File: config.mk
export PLATFORM = sky130hd
export DESIGN_NAME = irq_src_dev
export DESIGN_NICKNAME = d
export VERILOG_FILES = /design/src/rtl/irq_src_pkg.sv /design/src/rtl/irq_src_decode.sv /design/src/rtl/irq_src_flag.sv /design/src/rtl/irq_src_data.sv /design/src/rtl/irq_src_dev.sv
export SDC_FILE = /design/constraint.sdc
export NUM_CORES = 1
export LEC_CHECK = 0
export ABC_AREA = 1
export CORE_AREA = 2 2 44 46
export CTS_CLUSTER_DIAMETER = 40
export DETAILED_ROUTE_END_ITERATION = 16
export DIE_AREA = 0 0 46 48
export MAX_ROUTING_LAYER = met4
export PLACE_DENSITY = 0.82
export SLEW_MARGIN = 20
export SYNTH_ARGS = -nofsm -noshare
export SYNTH_HDL_FRONTEND = slang
export SYNTH_SLANG_ARGS = --single-unit
File: constraint.sdc
create_clock -name clk -period 0.9 [get_ports clk]
set_input_delay 0.225 -clock clk [delete_from_list [all_inputs] [get_ports clk]]
set_output_delay 0.225 -clock clk [all_outputs]
set_load 0.005 [all_outputs]
File: src/rtl/irq_src_pkg.sv
package irq_src_pkg;
  localparam int unsigned BUS_ADDR_W = 2;
  localparam int unsigned BUS_DATA_W = 8;

  typedef enum logic [BUS_ADDR_W-1:0] {
    REG_STATUS = 2'd0,
    REG_DATA   = 2'd1,
    REG_RSVD2  = 2'd2,
    REG_RSVD3  = 2'd3
  } reg_sel_e;

  typedef struct packed {
    logic st_rd;
    logic st_wr;
    logic dt_rd;
    logic dt_wr;
  } acc_strobes_t;
endpackage

File: src/rtl/irq_src_decode.sv
module irq_src_decode
  import irq_src_pkg::*;
#(
  parameter int unsigned ADDR_W = BUS_ADDR_W
) (
  input  logic              clk,
  input  logic              rst_n,
  input  logic              cs,
  input  logic [ADDR_W-1:0] addr,
  input  logic              rd,
  input  logic              wr,
  output acc_strobes_t      stb,
  output logic              clr_hit
);
  logic is_st, is_dt, do_rd, do_wr;

  always_comb begin
    is_st = (addr == ADDR_W'(REG_STATUS));
    is_dt = (addr == ADDR_W'(REG_DATA));
    do_wr = cs & wr;
    do_rd = cs & rd & ~wr;
    stb.st_rd = do_rd & is_st;
    stb.st_wr = do_wr & is_st;
    stb.dt_rd = do_rd & is_dt;
    stb.dt_wr = do_wr & is_dt;
    clr_hit = stb.st_wr | stb.dt_rd | stb.dt_wr;
  end

  assert_one_strobe_R8: assert property (@(posedge clk) disable iff (!rst_n)
    $onehot0({stb.st_rd, stb.st_wr, stb.dt_rd, stb.dt_wr}));

  assert_deselect_quiet_R8: assert property (@(posedge clk) disable iff (!rst_n)
    !cs |-> !clr_hit);
endmodule

File: src/rtl/irq_src_flag.sv
module irq_src_flag (
  input  logic clk,
  input  logic rst_n,
  input  logic evt,
  input  logic clr,
  output logic pend
);
  always_ff @(posedge clk) begin
    if (!rst_n)   pend <= 1'b0;
    else if (evt) pend <= 1'b1;
    else if (clr) pend <= 1'b0;
  end

  assert_evt_sets_R2: assert property (@(posedge clk) disable iff (!rst_n)
    evt |=> pend);

  assert_level_hold_R3: assert property (@(posedge clk) disable iff (!rst_n)
    (pend && !clr) |=> pend);

  assert_clear_drops_R5: assert property (@(posedge clk) disable iff (!rst_n)
    (clr && !evt) |=> !pend);
endmodule

File: src/rtl/irq_src_data.sv
module irq_src_data #(
  parameter int unsigned DATA_W = 8
) (
  input  logic              clk,
  input  logic              rst_n,
  input  logic              evt,
  input  logic [DATA_W-1:0] evt_byte,
  input  logic              wr_en,
  input  logic [DATA_W-1:0] wdata,
  output logic [DATA_W-1:0] q
);
  always_ff @(posedge clk) begin
    if (!rst_n)     q <= '0;
    else if (evt)   q <= evt_byte;
    else if (wr_en) q <= wdata;
  end

  assert_evt_byte_wins_R7: assert property (@(posedge clk) disable iff (!rst_n)
    evt |=> (q == $past(evt_byte)));

  assert_data_write_R6: assert property (@(posedge clk) disable iff (!rst_n)
    (wr_en && !evt) |=> (q == $past(wdata)));
endmodule

File: src/rtl/irq_src_dev.sv
module irq_src_dev
  import irq_src_pkg::*;
#(
  parameter int unsigned ADDR_W = BUS_ADDR_W,
  parameter int unsigned DATA_W = BUS_DATA_W
) (
  input  logic              clk,
  input  logic              rst_n,
  input  logic              bus_cs,
  input  logic [ADDR_W-1:0] bus_addr,
  input  logic              bus_rd,
  input  logic              bus_wr,
  input  logic [DATA_W-1:0] bus_wdata,
  output logic [DATA_W-1:0] bus_rdata,
  input  logic              evt_fire,
  input  logic [DATA_W-1:0] evt_byte,
  output logic              irq_pull_en
);
  localparam int unsigned FLAG_POS = DATA_W - 1;

  acc_strobes_t      stb;
  logic              clr_hit;
  logic              pend;
  logic [DATA_W-1:0] data_q;
  logic [DATA_W-1:0] status_word;

  irq_src_decode #(.ADDR_W(ADDR_W)) u_decode (
    .clk(clk), .rst_n(rst_n), .cs(bus_cs), .addr(bus_addr),
    .rd(bus_rd), .wr(bus_wr), .stb(stb), .clr_hit(clr_hit)
  );

  irq_src_flag u_flag (
    .clk(clk), .rst_n(rst_n), .evt(evt_fire), .clr(clr_hit), .pend(pend)
  );

  irq_src_data #(.DATA_W(DATA_W)) u_data (
    .clk(clk), .rst_n(rst_n), .evt(evt_fire), .evt_byte(evt_byte),
    .wr_en(stb.dt_wr), .wdata(bus_wdata), .q(data_q)
  );

  generate
    for (genvar b = 0; b < DATA_W; b++) begin : g_status_bits
      if (b == FLAG_POS) begin : g_flag
        assign status_word[b] = pend;
      end else begin : g_zero
        assign status_word[b] = 1'b0;
      end
    end
  endgenerate

  always_comb begin
    bus_rdata = '0;
    if (stb.st_rd) bus_rdata = status_word;
    if (stb.dt_rd) bus_rdata = data_q;
  end

  assign irq_pull_en = pend;

  assert_status_shows_flag_R4: assert property (@(posedge clk) disable iff (!rst_n)
    (bus_cs && bus_rd && !bus_wr && bus_addr == ADDR_W'(REG_STATUS))
      |-> (bus_rdata[FLAG_POS] == irq_pull_en));

  assert_status_read_keeps_R4: assert property (@(posedge clk) disable iff (!rst_n)
    (bus_cs && bus_rd && !bus_wr && bus_addr == ADDR_W'(REG_STATUS) && irq_pull_en)
      |=> irq_pull_en);

  assert_collision_event_wins_R7: assert property (@(posedge clk) disable iff (!rst_n)
    (evt_fire && bus_cs && bus_wr) |=> irq_pull_en);

  assert_no_read_when_deselected_R8: assert property (@(posedge clk) disable iff (!rst_n)
    !bus_cs |-> (bus_rdata == '0));
endmodule

Yosys cells after proc, flatten, opt, wreduce, memory -nomap -nowiden
Cells that the tools add are included.

Register bits after elaboration: 9. Output and inout bits: 9. Word-level logic and storage cells: 22.

Equal/unequal tests: 1. Muxes and demuxes: 6. Bitwise logic cells: 10. Reduce and logical (&&, ||, !) cells: 3.

Operator list (count): two-way mux 8 bit (4); bitwise AND 1 bit (7); nonzero test 2 bit (2); == test 2 x 1 -> 1 bit, second input constant (1); zero test 2 bit (1); two-way mux 1 bit (2); OR 1 bit (2); inverter 1 bit (1).

Logic depth before layout (Yosys ltp)
Gate-level depths: netlist of run 1.

Depth in word-level cells: 7. Depth in mapped cells: 7. Gate-level depth less buffers: 6.

Modules after synthesis
Synthesis of run 1 repeated with hierarchy kept, for this count alone.

Cells, all modules: 101. Area total of the unflattened synthesis: 603.1 um^2.

By module, submodules not included: irq_src_data (instances 1, cells each 61, area an instance 410.4 um^2); irq_src_dev (instances 1, cells each 19, area an instance 87.6 um^2); irq_src_decode (instances 1, cells each 15, area an instance 61.3 um^2); irq_src_flag (instances 1, cells each 6, area an instance 43.8 um^2).

Worst setup path before layout of run 1
OpenSTA, ideal clock, no wires.

Kind: in2out. Start: input port bus_cs. End: output port bus_rdata[7]. Data arrival time: 0.634 ns. Path slack: 0.041 ns. Stages on the path: 4. Buffers on the path: 0. Cell sequence: nand2_1 > nor2_2 > nand2_4 > o21ai_1.

Cells in the longest elaborated chain, start to end: 5. Elaborated cells on any way between the ends: 6. Those cells by class: mux (2); bitwise (4).

Ends and longest elaborated chain: start, declared (RTL line irq_src_dev.sv:9) `input logic bus_cs,`; bitwise AND 1 bit (*) (2 in series) (RTL line irq_src_decode.sv:21) `do_rd = cs & rd & ~wr;`; bitwise AND 1 bit (RTL line irq_src_decode.sv:22) `stb.st_rd = do_rd & is_st;`; two-way mux 8 bit (RTL line irq_src_dev.sv:53) `if (stb.st_rd) bus_rdata = status_word;`; two-way mux 8 bit (*) (RTL line irq_src_dev.sv:54) `if (stb.dt_rd) bus_rdata = data_q;`; end, declared (RTL line irq_src_dev.sv:14) `output logic [DATA_W-1:0] bus_rdata,`.

Mark *: on every way between the ends. The rest lies on a longest branch, timed or not.

Worst setup path in the final report of run 1
Start: input port bus_addr[1]. End: output port bus_rdata[7].

Cells in the longest elaborated chain, start to end: 4. Elaborated cells on any way between the ends: 6. Those cells by class: eq/ne (1); mux (2); bitwise (2); reduce/logical (1).

Ends and longest elaborated chain: start, declared (RTL line irq_src_dev.sv:10) `input logic [ADDR_W-1:0] bus_addr,`; zero test 2 bit (RTL line irq_src_decode.sv:18) `is_st = (addr == ADDR_W'(REG_STATUS));`; bitwise AND 1 bit (RTL line irq_src_decode.sv:22); two-way mux 8 bit (RTL line irq_src_dev.sv:53); two-way mux 8 bit (*) (RTL line irq_src_dev.sv:54).

Marks and branches as above.

==> reports/qor.yml, run 1 <==
r2r_start: "u_flag.pend"
dieWidth_um: 46
cellLeakagePower_uw: 0.000619
setup-violations-final: 9
path_max_fanout: 6
portBuffers: 32
grt_pass1_wl_mm: 2.93
required_ps: 670
mostFrequentLayoutCell: "nand2_1"
worstHoldStart: "bus_addr[1]"
cts.sinks: 9
rsz0062_at_grt: "yes"
finalHoldViolCount: 0
cts_tree: "done"
grt_antenna_before_repair: 0
dieArea_um2: 2210
io_pins: 33
ant_nets: 0
slowest_delay_ps: 130
layout-drive-gt1-share_pct: 40.0
clk_path_buf_depth: 2
synth_cell_types: 17
grt_overflow: 0
wl_per_cell_um: 11.3
dpl.hpwl_mm: 1.33
hold-worst-slack_ps: 441
syn-num-nets: 127
cts_buffers: 3
rows: 15
clkTransAtPathRegs_ps: 60
viasPerCell: 4.55
grt_max_degree: 18
groute.usage.overall_pct: 19.6
clk_latency_ps: 280
p_per_area_nw_per_um2: 1010
p_total_uw: 1180
finalCriticalPeriod_ps: 1130
drv_cap: 0
syn_to_final_growth_pct: 92.8
relSlewSlack_pct: 83.5
initial_utilization_pct: 36.0
ys_seq_area_share_pct: 29.6
hold_path.class: "input pin to flop"
numPlacedInstances: 165
nFillCells: 161
cts_hold_buf: 0
synth_seq_cells: 9
max_clock_freq_ghz: 0.887
coreArea_um2: 1690
fin_ws_ps: -228
violations: "setup timing"
cp.arrival_ps: 900
syn_area_um2: 608
cp-end-kind: "output pin"
critPathLaunch: "bus_addr[1]"
grt_pass1_vias: 768
nets: 185
finalMaxSlewViolations: 0
chipHeight_um: 48
antenna_cells: 0
critical_path_class: "input pin to output pin"
status: "finished with violations"
drt-total-wl_mm: 2.00
tightestPinTransition_ps: 247
vias: 805
synth.avg_cell_area_um2: 5.90
htreeDepth: 1
path_cells: "buf_8 -> inv_4 -> nand2_4 -> inv_4 -> nand2_4 -> buf_6 -> o21ai_2 -> buf_2"
final_cell_mix: "33 x nand2_1, 22 x nor2_1, 18 x buf_4"
peakVddDrop_mv: 0.685
syn_inst: 103
final_util_pct: 69.4
finClkSkew_ps: 0
slowest_stage: "buf_6"
cts-root-buf: "clkbuf_4"
period_share_pct: 125
drt-initial-drc-count: 8
gp_congestion: 0.748
critPathLaunchType: "input pin"
dr.pass1.iters: 6
route.detailed.drc: 0
ys_warn_count: 0
stdcell_count: 177
what timing repair did:
item                                    4_1_cts  5_1_grt
pin swaps                                     6        4
resized for setup                            76       17
endpoints found under the setup margin       18       17
setup buffers                                 6        2
routing by layer:
layer / global-route usage [%] / share of wire, % / up-vias
met4: 11.4 / 1.5 / 0
met5: - / 0 / -
met1: 17.0 / 38 / 345
li1: - / - / 424
met3: 4.15 / 6.1 / 4
met2: 38.1 / 54 / 32
metrics by stage:
stage          setup slack (ps)  cell area, um2  setup TNS (ps)
2_1_floorplan              41.3             608               0
3_3_place_gp              -1000            1040          -12390
3_5_place_dp              -1050            1040          -12960
4_1_cts                    -244            1110           -1730
5_1_grt                    -258            1170           -2130
6_report                   -228            1170           -1830
synth_stat cells:
cell type  number  area share (%)
nor2_1         26              16
o21ai_1         1            0.82
nand2_1        34              21
a21oi_1         1            0.82
inv_2           1            0.62
nor2_4          1             1.9
buf_6           1             1.9
inv_8           1             1.9
dfxtp_1         9              30
nand3_1         9             7.4
nor2_2          2             2.1
nand2_4         1             1.9
nand4_2         1             2.1
nand2_2         2             2.1
buf_2           1            0.82
buf_8           1             2.5
inv_1          11             6.8
critical path, delay by kind of cell:
| kind | cells | cell delay, ps |
|---|---|---|
| compound gates | 1 | 90 |
| buf+inv | 5 | 460 |
| simple gates | 2 | 130 |
path summary, 6_finish.rpt:
kind	end	slack, ps	cells past startpoint
setup / recovery	bus_rdata[7]	-230	8
hold / removal	u_flag.pend	440	6
setup reg to reg	u_flag.pend	20	6
hold reg to reg	u_data.q[3]	650	5
where the power goes:
| group | switching (uW) | internal [uW] | leakage, uW |
|---|---|---|---|
| registers | 13.2 | 432 | 0.0000754 |
| clock network | 160 | 172 | 0.0000150 |
| logic | 174 | 233 | 0.000529 |
area by class of cell:
class	count	area, um2	share of cell area [%]
well taps	17	21.3	1.81
clock buffers	4	26.3	2.24
inverters	13	61.3	5.23
repair buffers	56	490	41.8
multi-input cells	78	390	33.3
flip-flops and latches	9	183	15.6
kinds of logic after synthesis:
kind of cell / count (synthesis) / share of synthesized area (%)
buffers and inverters: 16 / 14.4
DFF: 9 / 29.6
and+or+nand+nor: 76 / 54.3
AOI/OAI and AO/OA: 2 / 1.64
sequential cells by signal, indices dropped and copies added, names as in the netlist:
register     count
u_data.q         8
u_flag.pend      1
(Power assumes the default switching activity.)
==> inputs of run 2 (changes only) <==
PLACE_DENSITY = 0.85   (was 0.82)
==> run 2 against run 1 <==
  * The flow still finishes with violations (setup timing)
  * Largest power group unchanged
  * Sequential share of layout area rose by 1.1 points
  * Wire length fell by 7.5%
  * Power shrank 1.8%
  * Die area unchanged
  * Critical endpoint unchanged
  * Clock-buffer cell count fell by 1
==> reports/qor.yml, run 2 (synthesis gave the netlist of run 1 again) <==
largest_register_ffs: 8  # unchanged
wl_per_cell_um: 10.7  # -5.3%
path_cells: "nand3_2 -> o21ai_1 -> buf_2"
grt_max_degree: 18  # unchanged
critical_path_class: "flop to output pin"
clkTransAtPathRegs_ps: 60  # about the same
worstHoldStart: "bus_wr"
drt-total-wl_mm: 1.85  # -7.5%
cp.arrival_ps: 870  # -30 ps
cts_hold_buf: 0  # unchanged
clk_latency_ps: 270  # about the same
drv_cap: 0  # unchanged
ant_nets: 0  # unchanged
drt-initial-drc-count: 8  # unchanged
grt_pass1_wl_mm: 2.77  # -5.7%
cellLeakagePower_uw: 0.000597  # -3.6%
slowest_delay_ps: 340  # +210 ps
p_per_area_nw_per_um2: 1040  # +3.2%
critPathLaunch: "u_flag.pend"
tightestPinTransition_ps: 237  # -10.9 ps
fin_ws_ps: -199  # +28.4 ps
route.detailed.drc: 0  # unchanged
final_cell_mix: "33 x nand2_1, 21 x nor2_1, 17 x clkdlybuf4s50_1, 17 x buf_4, 9 x buf_2"
rows: 15  # unchanged
path_max_fanout: 2  # -4
dpl-instance-area_um2: 1050  # +0.72%
dr.pass1.iters: 4  # -2
cp-end-kind: "output pin"
mostFrequentLayoutCell: "nand2_1"
initial_utilization_pct: 36.0  # unchanged
max_clock_freq_ghz: 0.910  # +2.6%
required_ps: 670  # about the same
antenna_cells: 0  # unchanged
layout-drive-gt1-share_pct: 41.0  # +1.0 points
nets: 181  # -2.2%
grt_pass1_vias: 714  # -7.0%
dieArea_um2: 2210  # unchanged
finalCriticalPeriod_ps: 1100  # -28.4 ps
viasPerCell: 4.61  # +1.3%
cts_tree: "done"
clk_path_buf_depth: 2  # unchanged
relSlewSlack_pct: 84.2  # +0.73 points
cts-root-buf: "clkbuf_4"
grt_antenna_before_repair: 0  # unchanged
p_total_uw: 1160  # -1.8%
slowest_stage: "dfxtp_2"
crit_buf_inv: 1  # -4
r2r_start: "u_data.q[1]"
dieWidth_um: 46  # unchanged
cts_buffers: 3  # unchanged
largest_register: "u_data.q"
hold-worst-slack_ps: 347  # -94.1 ps
groute.usage.overall_pct: 18.6  # -1.0 points
dpl.hpwl_mm: 1.33  # about the same
htreeDepth: 1  # unchanged
chipHeight_um: 48  # unchanged
violations: "setup timing"
portBuffers: 32  # unchanged
setup-violations-final: 9  # unchanged
status: "finished with violations"
cts.sinks: 9  # unchanged
grt_overflow: 0  # unchanged
coreArea_um2: 1690  # unchanged
critPathLaunchType: "flop"
io_pins: 33  # unchanged
period_share_pct: 122  # -3.2 points
fin_area_um2: 1110  # -4.9%
finalMaxSlewViolations: 0  # unchanged
finClkSkew_ps: 0  # unchanged
peakVddDrop_mv: 0.785  # +15%
biggestRegsByFlops: "u_data.q (8), u_flag.pend (1)"
finalHoldViolCount: 0  # unchanged
gp_congestion: 0.784  # +4.9%
syn_to_final_growth_pct: 83.3
vias: 797  # -0.99%
rsz0062_at_grt: "yes"
hold_path.class: "input pin to flop"
crit_family: "flip-flops"
==> run 2: changes by cell type in the layout (fill, tap and decap cells not counted), moves of 2 or more <==
cell | previous run | this run
nor2_2 | 2 | 5
dfxtp_1 | 7 | 4
nor2_4 | 5 | 3
dfxtp_2 | 2 | 5
buf_6 | 9 | 6
==> run 2: path summary, 6_finish.rpt <==
path                                      to  slack [ps]  cells past startpoint
worst max-delay path            bus_rdata[7]        -200                      3
worst min-delay path             u_flag.pend         350                      5
worst max register to register   u_data.q[1]          40                      6
worst min register to register   u_data.q[6]         590                      4
==> run 2: stage by stage <==
step           setup slack, ps  std cells  TNS [ps]  utilization, %
2_1_floorplan             41.3        103         0               -
3_3_place_gp              -971        166    -12090            61.9
3_5_place_dp             -1010        166    -12490            61.9
4_1_cts                   -196        171     -1470            63.5
5_1_grt                   -257        173     -1920            66.0
6_report                  -199        173     -1430            66.0
==> run 2: worst register-to-register path, cell delays in order, from the launching register on <==
cell,delay (ps)
dfxtp_2,330
inv_2,40
buf_4,120
buf_4,120
nand3_1,70
nand2_1,60
nor2_1,70
==> run 2: routing by layer <==
metal  part of all wire, %  vias to the layer above  wire (um)  track usage (%)
li1                      -                      415          -                -
met4                   1.1                        0         21             8.00
met3                   7.3                        3        135             6.42
met2                    53                       33        988             32.2
met5                     0                        -          0                -
met1                    38                      346        704             19.0
==> run 2: what timing repair did <==
action,in CTS,in global routing
gates resized for setup,75,13
cloned,1,0
setup endpoints to repair,18,9
pin swaps,12,7
setup buffers,0,2
==> run 2: layout make-up <==
cell class	instances	area, um2
multi-input cells	79	387
well taps	17	21.3
clock buffers	3	22.5
fillers	146	574
clock inverters	1	5.00
repair buffers	51	434
flip-flops and latches	9	186
inverters	13	58.8
==> run 2: where the power goes <==
| part | switching, uW | internal [uW] |
|---|---|---|
| logic | 167 | 224 |
| clock network | 162 | 165 |
| registers | 12.2 | 434 |
| total | 341 | 822 |
